### src/rtl/mtimer_pkg.sv
package mtimer_pkg;
  typedef enum logic [3:0] {
    RG_MATCH, RG_PRE, RG_SEL, RG_STS, RG_IE, RG_ICLR, RG_RUN, RG_SNAP, RG_BUSY, RG_NONE
  } mt_region_e;
endpackage

### src/rtl/mtimer_decode.sv
module mtimer_decode import mtimer_pkg::*; #(
  parameter int NUM_CH  = 3,
  parameter int NUM_CMP = 3,
  parameter int ADDR_W  = 6,
  parameter int CH_W    = 2,
  parameter int CMP_W   = 2
) (
  input  logic [ADDR_W-1:0] addr_i,
  output mt_region_e        region_o,
  output logic [CH_W-1:0]   ch_o,
  output logic [CMP_W-1:0]  cmp_o
);
  localparam int unsigned A_PRE  = NUM_CH * NUM_CMP;
  localparam int unsigned A_SEL  = A_PRE + NUM_CH;
  localparam int unsigned A_STS  = A_SEL + NUM_CH;
  localparam int unsigned A_IE   = A_STS + NUM_CH;
  localparam int unsigned A_ICLR = A_IE + NUM_CH;
  localparam int unsigned A_RUN  = A_ICLR + NUM_CH;
  localparam int unsigned A_SNAP = A_RUN + 1;
  localparam int unsigned A_BUSY = A_SNAP + 1;

  logic [31:0] a;
  assign a = 32'(addr_i);

  always_comb begin
    region_o = RG_NONE;
    ch_o     = '0;
    cmp_o    = '0;
    if (a < A_PRE) begin
      region_o = RG_MATCH;
      ch_o     = CH_W'(a / NUM_CMP);
      cmp_o    = CMP_W'(a % NUM_CMP);
    end else if (a < A_SEL) begin
      region_o = RG_PRE;  ch_o = CH_W'(a - A_PRE);
    end else if (a < A_STS) begin
      region_o = RG_SEL;  ch_o = CH_W'(a - A_SEL);
    end else if (a < A_IE) begin
      region_o = RG_STS;  ch_o = CH_W'(a - A_STS);
    end else if (a < A_ICLR) begin
      region_o = RG_IE;   ch_o = CH_W'(a - A_IE);
    end else if (a < A_RUN) begin
      region_o = RG_ICLR; ch_o = CH_W'(a - A_ICLR);
    end else if (a == A_RUN) begin
      region_o = RG_RUN;
    end else if (a == A_SNAP) begin
      region_o = RG_SNAP;
    end else if (a == A_BUSY) begin
      region_o = RG_BUSY;
    end
  end
endmodule

### src/rtl/mtimer_chan.sv
module mtimer_chan #(
  parameter int NUM_CMP = 3,
  parameter int CW      = 32
) (
  input  logic                             clk_i,
  input  logic                             rst_ni,
  input  logic                             run_i,
  input  logic [CW-1:0]                    wdata_i,
  input  logic [NUM_CMP-1:0]               we_match_i,
  input  logic                             we_pre_i,
  input  logic                             we_sel_i,
  input  logic                             we_ie_i,
  input  logic [NUM_CMP-1:0]               clr_i,
  output logic [CW-1:0]                    cnt_o,
  output logic [NUM_CMP-1:0][CW-1:0]       match_o,
  output logic [CW-1:0]                    pre_o,
  output logic [NUM_CMP-1:0]               sel_o,
  output logic [NUM_CMP-1:0]               ie_o,
  output logic [NUM_CMP-1:0]               sts_o,
  output logic                             irq_o
);
  logic [NUM_CMP-1:0] hit;
  logic               reload;

  for (genvar k = 0; k < NUM_CMP; k++) begin : g_cmp
    assign hit[k] = run_i && (cnt_o == match_o[k]);
    always_ff @(posedge clk_i or negedge rst_ni) begin
      if (!rst_ni)            match_o[k] <= '1;
      else if (we_match_i[k]) match_o[k] <= wdata_i;
    end
  end

  assign reload = |(hit & sel_o);

  always_ff @(posedge clk_i or negedge rst_ni) begin
    if (!rst_ni) begin
      cnt_o <= '0;
      pre_o <= '0;
      sel_o <= '0;
      ie_o  <= '0;
      sts_o <= '0;
    end else begin
      if (run_i) cnt_o <= reload ? pre_o : cnt_o + 1'b1;
      if (we_pre_i) pre_o <= wdata_i;
      if (we_sel_i) sel_o <= wdata_i[NUM_CMP-1:0];
      if (we_ie_i)  ie_o  <= wdata_i[NUM_CMP-1:0];
      sts_o <= (sts_o & ~clr_i) | hit;  // new hit wins over clear
    end
  end

  assign irq_o = |(sts_o & ie_o);
endmodule

### src/rtl/mtimer_snap.sv
module mtimer_snap #(
  parameter int CW          = 32,
  parameter int SYNC_STAGES = 2
) (
  input  logic          clk_i,
  input  logic          rst_ni,
  input  logic          req_i,
  input  logic [CW-1:0] cnt_i,
  output logic [CW-1:0] snap_o,
  output logic          busy_o
);
  localparam int SW = $clog2(SYNC_STAGES + 1);

  logic [SW-1:0] left_q;

  always_ff @(posedge clk_i or negedge rst_ni) begin
    if (!rst_ni) begin
      left_q <= '0;
      snap_o <= '0;
    end else if (left_q != '0) begin
      if (left_q == SW'(1)) snap_o <= cnt_i;
      left_q <= left_q - 1'b1;
    end else if (req_i) begin
      left_q <= SW'(SYNC_STAGES);
    end
  end

  assign busy_o = (left_q != '0);
endmodule

### src/rtl/mtimer_top.sv
module mtimer_top import mtimer_pkg::*; #(
  parameter int NUM_CH      = 3,
  parameter int NUM_CMP     = 3,
  parameter int CW          = 32,
  parameter int ADDR_W      = 6,
  parameter int SYNC_STAGES = 2
) (
  input  logic              clk_i,
  input  logic              rst_ni,
  input  logic              bus_req_i,
  input  logic              bus_we_i,
  input  logic [ADDR_W-1:0] bus_addr_i,
  input  logic [CW-1:0]     bus_wdata_i,
  output logic [CW-1:0]     bus_rdata_o,
  output logic [NUM_CH-1:0] irq_o
);
  localparam int CH_W  = (NUM_CH  > 1) ? $clog2(NUM_CH)  : 1;
  localparam int CMP_W = (NUM_CMP > 1) ? $clog2(NUM_CMP) : 1;

  mt_region_e         region;
  logic [CH_W-1:0]    ch;
  logic [CMP_W-1:0]   cmp;
  logic               wr;

  logic [NUM_CH-1:0]                       run_q;
  logic [NUM_CH-1:0][CW-1:0]               cnt_q;
  logic [NUM_CH-1:0][NUM_CMP-1:0][CW-1:0]  match_q;
  logic [NUM_CH-1:0][CW-1:0]               pre_q;
  logic [NUM_CH-1:0][NUM_CMP-1:0]          sel_q;
  logic [NUM_CH-1:0][NUM_CMP-1:0]          ie_q;
  logic [NUM_CH-1:0][NUM_CMP-1:0]          sts_q;
  logic [NUM_CH-1:0][NUM_CMP-1:0]          clr;
  logic [CW-1:0]                           snap_q;
  logic                                    busy;

  assign wr = bus_req_i && bus_we_i;

  mtimer_decode #(
    .NUM_CH(NUM_CH), .NUM_CMP(NUM_CMP), .ADDR_W(ADDR_W), .CH_W(CH_W), .CMP_W(CMP_W)
  ) u_dec (
    .addr_i(bus_addr_i), .region_o(region), .ch_o(ch), .cmp_o(cmp)
  );

  always_ff @(posedge clk_i or negedge rst_ni) begin
    if (!rst_ni)                    run_q <= '0;
    else if (wr && region == RG_RUN) run_q <= bus_wdata_i[NUM_CH-1:0];
  end

  for (genvar c = 0; c < NUM_CH; c++) begin : g_ch
    logic sel_ch;
    logic [NUM_CMP-1:0] we_match;
    assign sel_ch = wr && (ch == CH_W'(c));
    for (genvar k = 0; k < NUM_CMP; k++) begin : g_wm
      assign we_match[k] = sel_ch && (region == RG_MATCH) && (cmp == CMP_W'(k));
    end
    assign clr[c] = (sel_ch && (region == RG_STS || region == RG_ICLR))
                    ? bus_wdata_i[NUM_CMP-1:0] : '0;

    mtimer_chan #(.NUM_CMP(NUM_CMP), .CW(CW)) u_chan (
      .clk_i(clk_i), .rst_ni(rst_ni), .run_i(run_q[c]), .wdata_i(bus_wdata_i),
      .we_match_i(we_match),
      .we_pre_i(sel_ch && region == RG_PRE),
      .we_sel_i(sel_ch && region == RG_SEL),
      .we_ie_i(sel_ch && region == RG_IE),
      .clr_i(clr[c]),
      .cnt_o(cnt_q[c]), .match_o(match_q[c]), .pre_o(pre_q[c]),
      .sel_o(sel_q[c]), .ie_o(ie_q[c]), .sts_o(sts_q[c]), .irq_o(irq_o[c])
    );
  end

  mtimer_snap #(.CW(CW), .SYNC_STAGES(SYNC_STAGES)) u_snap (
    .clk_i(clk_i), .rst_ni(rst_ni),
    .req_i(wr && region == RG_SNAP && bus_wdata_i[0]),
    .cnt_i(cnt_q[0]), .snap_o(snap_q), .busy_o(busy)
  );

  always_comb begin
    unique case (region)
      RG_MATCH: bus_rdata_o = match_q[ch][cmp];
      RG_PRE:   bus_rdata_o = pre_q[ch];
      RG_SEL:   bus_rdata_o = CW'(sel_q[ch]);
      RG_STS:   bus_rdata_o = CW'(sts_q[ch]);
      RG_IE:    bus_rdata_o = CW'(ie_q[ch]);
      RG_RUN:   bus_rdata_o = CW'(run_q);
      RG_SNAP:  bus_rdata_o = snap_q;
      RG_BUSY:  bus_rdata_o = CW'(busy);
      default:  bus_rdata_o = '0;
    endcase
  end
endmodule

### config.mk
export PLATFORM = sky130hd
export DESIGN_NAME = mtimer_top
export DESIGN_NICKNAME = d
export VERILOG_FILES = /design/src/rtl/mtimer_pkg.sv /design/src/rtl/mtimer_decode.sv /design/src/rtl/mtimer_chan.sv /design/src/rtl/mtimer_snap.sv /design/src/rtl/mtimer_top.sv
export SDC_FILE = /design/constraint.sdc
export NUM_CORES = 1
export LEC_CHECK = 0
export CORE_MARGIN = 2
export CORE_UTILIZATION = 32
export DETAILED_ROUTE_END_ITERATION = 10
export DONT_BUFFER_PORTS = 1
export GPL_TIMING_DRIVEN = 0
export PLACE_DENSITY = 0.51
export SLEW_MARGIN = 5
export SYNTH_ARGS = -nofsm -noshare
export SYNTH_HDL_FRONTEND = slang
export SYNTH_HIERARCHICAL = 1
export SYNTH_SLANG_ARGS = --single-unit
### constraint.sdc
create_clock -name clk_i -period 11.2 [get_ports clk_i]
set_input_delay 1.12 -clock clk_i [delete_from_list [all_inputs] [get_ports clk_i]]
set_output_delay 1.12 -clock clk_i [all_outputs]
set_load 0.02 [all_outputs]
==> metrics.cfg <==
[floorplanning]
initial_core_util = 0.3223
die_w_um = 332.4
ios = 77
die_area_um2 = 110500
die_h_um = 332.4
core_area_um2 = 107100
rows = 120

[yosys]
synth_compound_area_frac = 0.1065
synthCells = 3200
synth_edf_count = 0
synth_fa_ha_area_frac = 0.005076
synthTopCellsByCount = mux2_2 (394), dfstp_2 (288), dfrtp_1 (256), mux2i_1 (230), nand2_1 (221)
synth.avg_cell_area_um2 = 10.78
synth.largest_area_cell = dfstp_2
synth_ff_type = dfstp_2
synthTopCellsByArea = dfstp_2 (22%), dfrtp_1 (19%), mux2_2 (13%)
async_reset_ff_frac = 1.000
synthDistinctLibCells = 89
syn-cell-area_um2 = 34510
yosysTopAreaCellShare = 0.2193
synth.most_common_cell = mux2_2
yosys_warnings = 6
synth-xor-area-share = 0.08322
synth_nets = 3256
muxShareOfSynthArea = 0.2087
yosys.area_share.simple = 0.1330
ys_seq_area_frac = 0.4049
ys_ff_latch = 544
synth_top_family_by_area = multiplexers

[routing]
ant_nets = 0
viasPerCell = 5.620
first_pass_iters = 6
wirelength_um = 158400
wl_per_cell_um = 33.45
drtIter0Drc = 2710
via_count = 26604
drc = 0

[setup_path]
worstSetupEndpointType = output pin
crit_fanout = 10
critPathArrivalTime_ns = 7.14
critPathKind = in -> out
critPathRequiredTime_ns = 10.08
crit_path_start_kind = primary input

[clock_network]
ctsHoldBuffers = 0
cts_tree = yes
cts-root-buf = clkbuf_16
clk_path_buf_depth = 3
clock_latency_ns = 0.65
post-cts-setup-buffers = 0
clk_pin_slew_ns = 0.06
cts-buffers-inserted = 70
cts-htree-levels = 3
cts.sinks = 544
cts_resized = 0

[pwr]
switching_share = 0.3231
p_leak_uw = 0.01465
p_sw_uw = 1997
irDropWorstVdd_mv = 0.1150
seq_power_share = 0.417
p_comb_frac = 0.185
pwr-share-clk = 0.399
p_int_uw = 4184
power.density_nw_per_um2 = 159.5

[grt]
grt_pass1_vias = 26317
overflow = 0
track_usage = 0.2809
antenna_found_initial = 3
grt_max_degree = 545
grt_pass1_wl_um = 216400

[layout]
nNetsFinal = 3328
multi_input_area_um2 = 18510
areaGrowthSynthToFinish_pct = 12.32
drive_above_1_share = 0.3375
fillers = 10840
seqCellArea_um2 = 13970
final_core_utilization = 0.3621

[sta]
setup_viol = 0
skew_ns = 0.03062
hold_violations = 0
timing.final.crit_share = 0.7377
worst_slew_pin_slew_ns = 1.977
finalMaxSlewViolations = 172
slew_headroom = -0.3179
fmax_ghz = 0.1210
rsz0062_at_grt = no
fin_crit_ns = 8.262
finalSetupTns_ns = 0
holdWs_ns = 0.1903

[placement]
dpl.hpwl_um = 128500
gp_congestion = 1.023
io_buffers = 0

[run]
cap_viol_max_count = 0

[status]
violations = max-slew violations
status = finished, violations left

[min_path]
hp-class = in -> async

==> worst paths after layout <==
check | endpoint | slack, ns | from | cells after the start
setup / recovery | bus_rdata_o[13] | 2.94 | bus_addr_i[4] | 23
hold / removal | g_ch[2].u_chan/cnt_o[27]$_DFFE_PN0P_ | 0.19 | rst_ni | 0
setup reg to reg | g_ch[0].u_chan/cnt_o[11]$_DFFE_PN0P_ | 7.56 | g_ch[0].u_chan/cnt_o[26]$_DFFE_PN0P_ | 9
hold reg to reg | u_snap/snap_o[20]$_DFFE_PN0P_ | 0.51 | u_snap/snap_o[20]$_DFFE_PN0P_ | 1
max in group asynchronous | g_ch[1].u_chan/cnt_o[3]$_DFFE_PN0P_ | 9.44 | rst_ni | 0
min in group clk_i | u_snap/snap_o[20]$_DFFE_PN0P_ | 0.51 | u_snap/snap_o[20]$_DFFE_PN0P_ | 1
==> metrics by stage <==
stage	total power (uW)	worst slack [ns]	std cells	cell area, um^2
detailed placement	3716	3.024	4603	36260
floorplan	3190	4.634	3200	34510
finish	6181	2.938	4734	38760
global placement	3711	3.023	4603	36260
CTS	6202	3.015	4733	38760
global route	6382	2.606	4733	38760
==> layout make-up <==
class / instances / area share
Inverter: 125 / 0.01211
Sequential cell: 544 / 0.3605
Buffer: 249 / 0.04003
Clock inverter: 39 / 0.01291
Antenna cell: 1 / 0.00006456
Tap cell: 1403 / 0.04529
Clock buffer: 91 / 0.05143
Multi-Input combinational cell: 2282 / 0.4776
==> critical path, cell delays in order <==
cell,delay [ns]
buf_4,0.14
clkbuf_1,0.33
clkbuf_1,0.14
ha_1,0.25
nand2b_1,0.19
a31oi_2,0.28
nand2_2,0.14
ha_1,0.28
nor4_1,0.29
a21oi_1,0.14
nor2_1,0.22
xnor2_1,0.15
ha_1,0.16
a31o_2,0.12
a311o_1,0.16
a21oi_2,0.06
mux2i_1,0.61
nor2b_1,0.23
buf_2,0.24
buf_2,0.28
buf_1,0.59
a21oi_1,0.15
o211ai_1,0.85
==> routing by layer <==
layer	GRT usage	vias to the layer above	routed length [um]
met3	0.04239	297	7911
met5	0	-	13
li1	-	11757	-
met2	0.4501	975	72410
met4	0.1390	2	9237
met1	0.3692	13573	68780
==> cells in the final DEF (no fill, tap or decap), types with 63 or more instances in the layout <==
cell type  count
o211ai_1      97
dfrtp_1      256
nand4_1      141
xnor2_1      211
nor2_1       126
clkbuf_16     72
mux2_2       394
nand2_1      221
o21ai_0      141
dfstp_2      288
nand3_1       63
mux2i_1      230
inv_1        125
a22oi_1       80
clkbuf_1      84
==> sequential cells by signal, indices dropped and copies added, names as in the netlist <==
name,cells
g_ch.u_chan/match_o,288
g_ch.u_chan/cnt_o,96
g_ch.u_chan/pre_o,96
u_snap/snap_o,32
g_ch.u_chan/ie_o,9
g_ch.u_chan/sel_o,9
g_ch.u_chan/sts_o,9
run_q,3
u_snap/left_q,2
==> power by group through the flow <==
stage	Combinational (uW)	Clock, uW	Sequential, uW
after floorplan	780	0	2410
after global placement	1120	0	2590
after detailed placement	1120	0	2600
after CTS	1130	2510	2560
after global routing	1200	2580	2600
final	1140	2460	2580
==> cell families after synthesis <==
group	count (synthesis)
and+or+nand+nor	825
muxes	655
xor gates and xnor gates	273
DFF	544
buffers and inverters	374
adders and majority gates	14
AOI/OAI and AO/OA	515
Note: power is estimated with default switching activity, not from simulation.
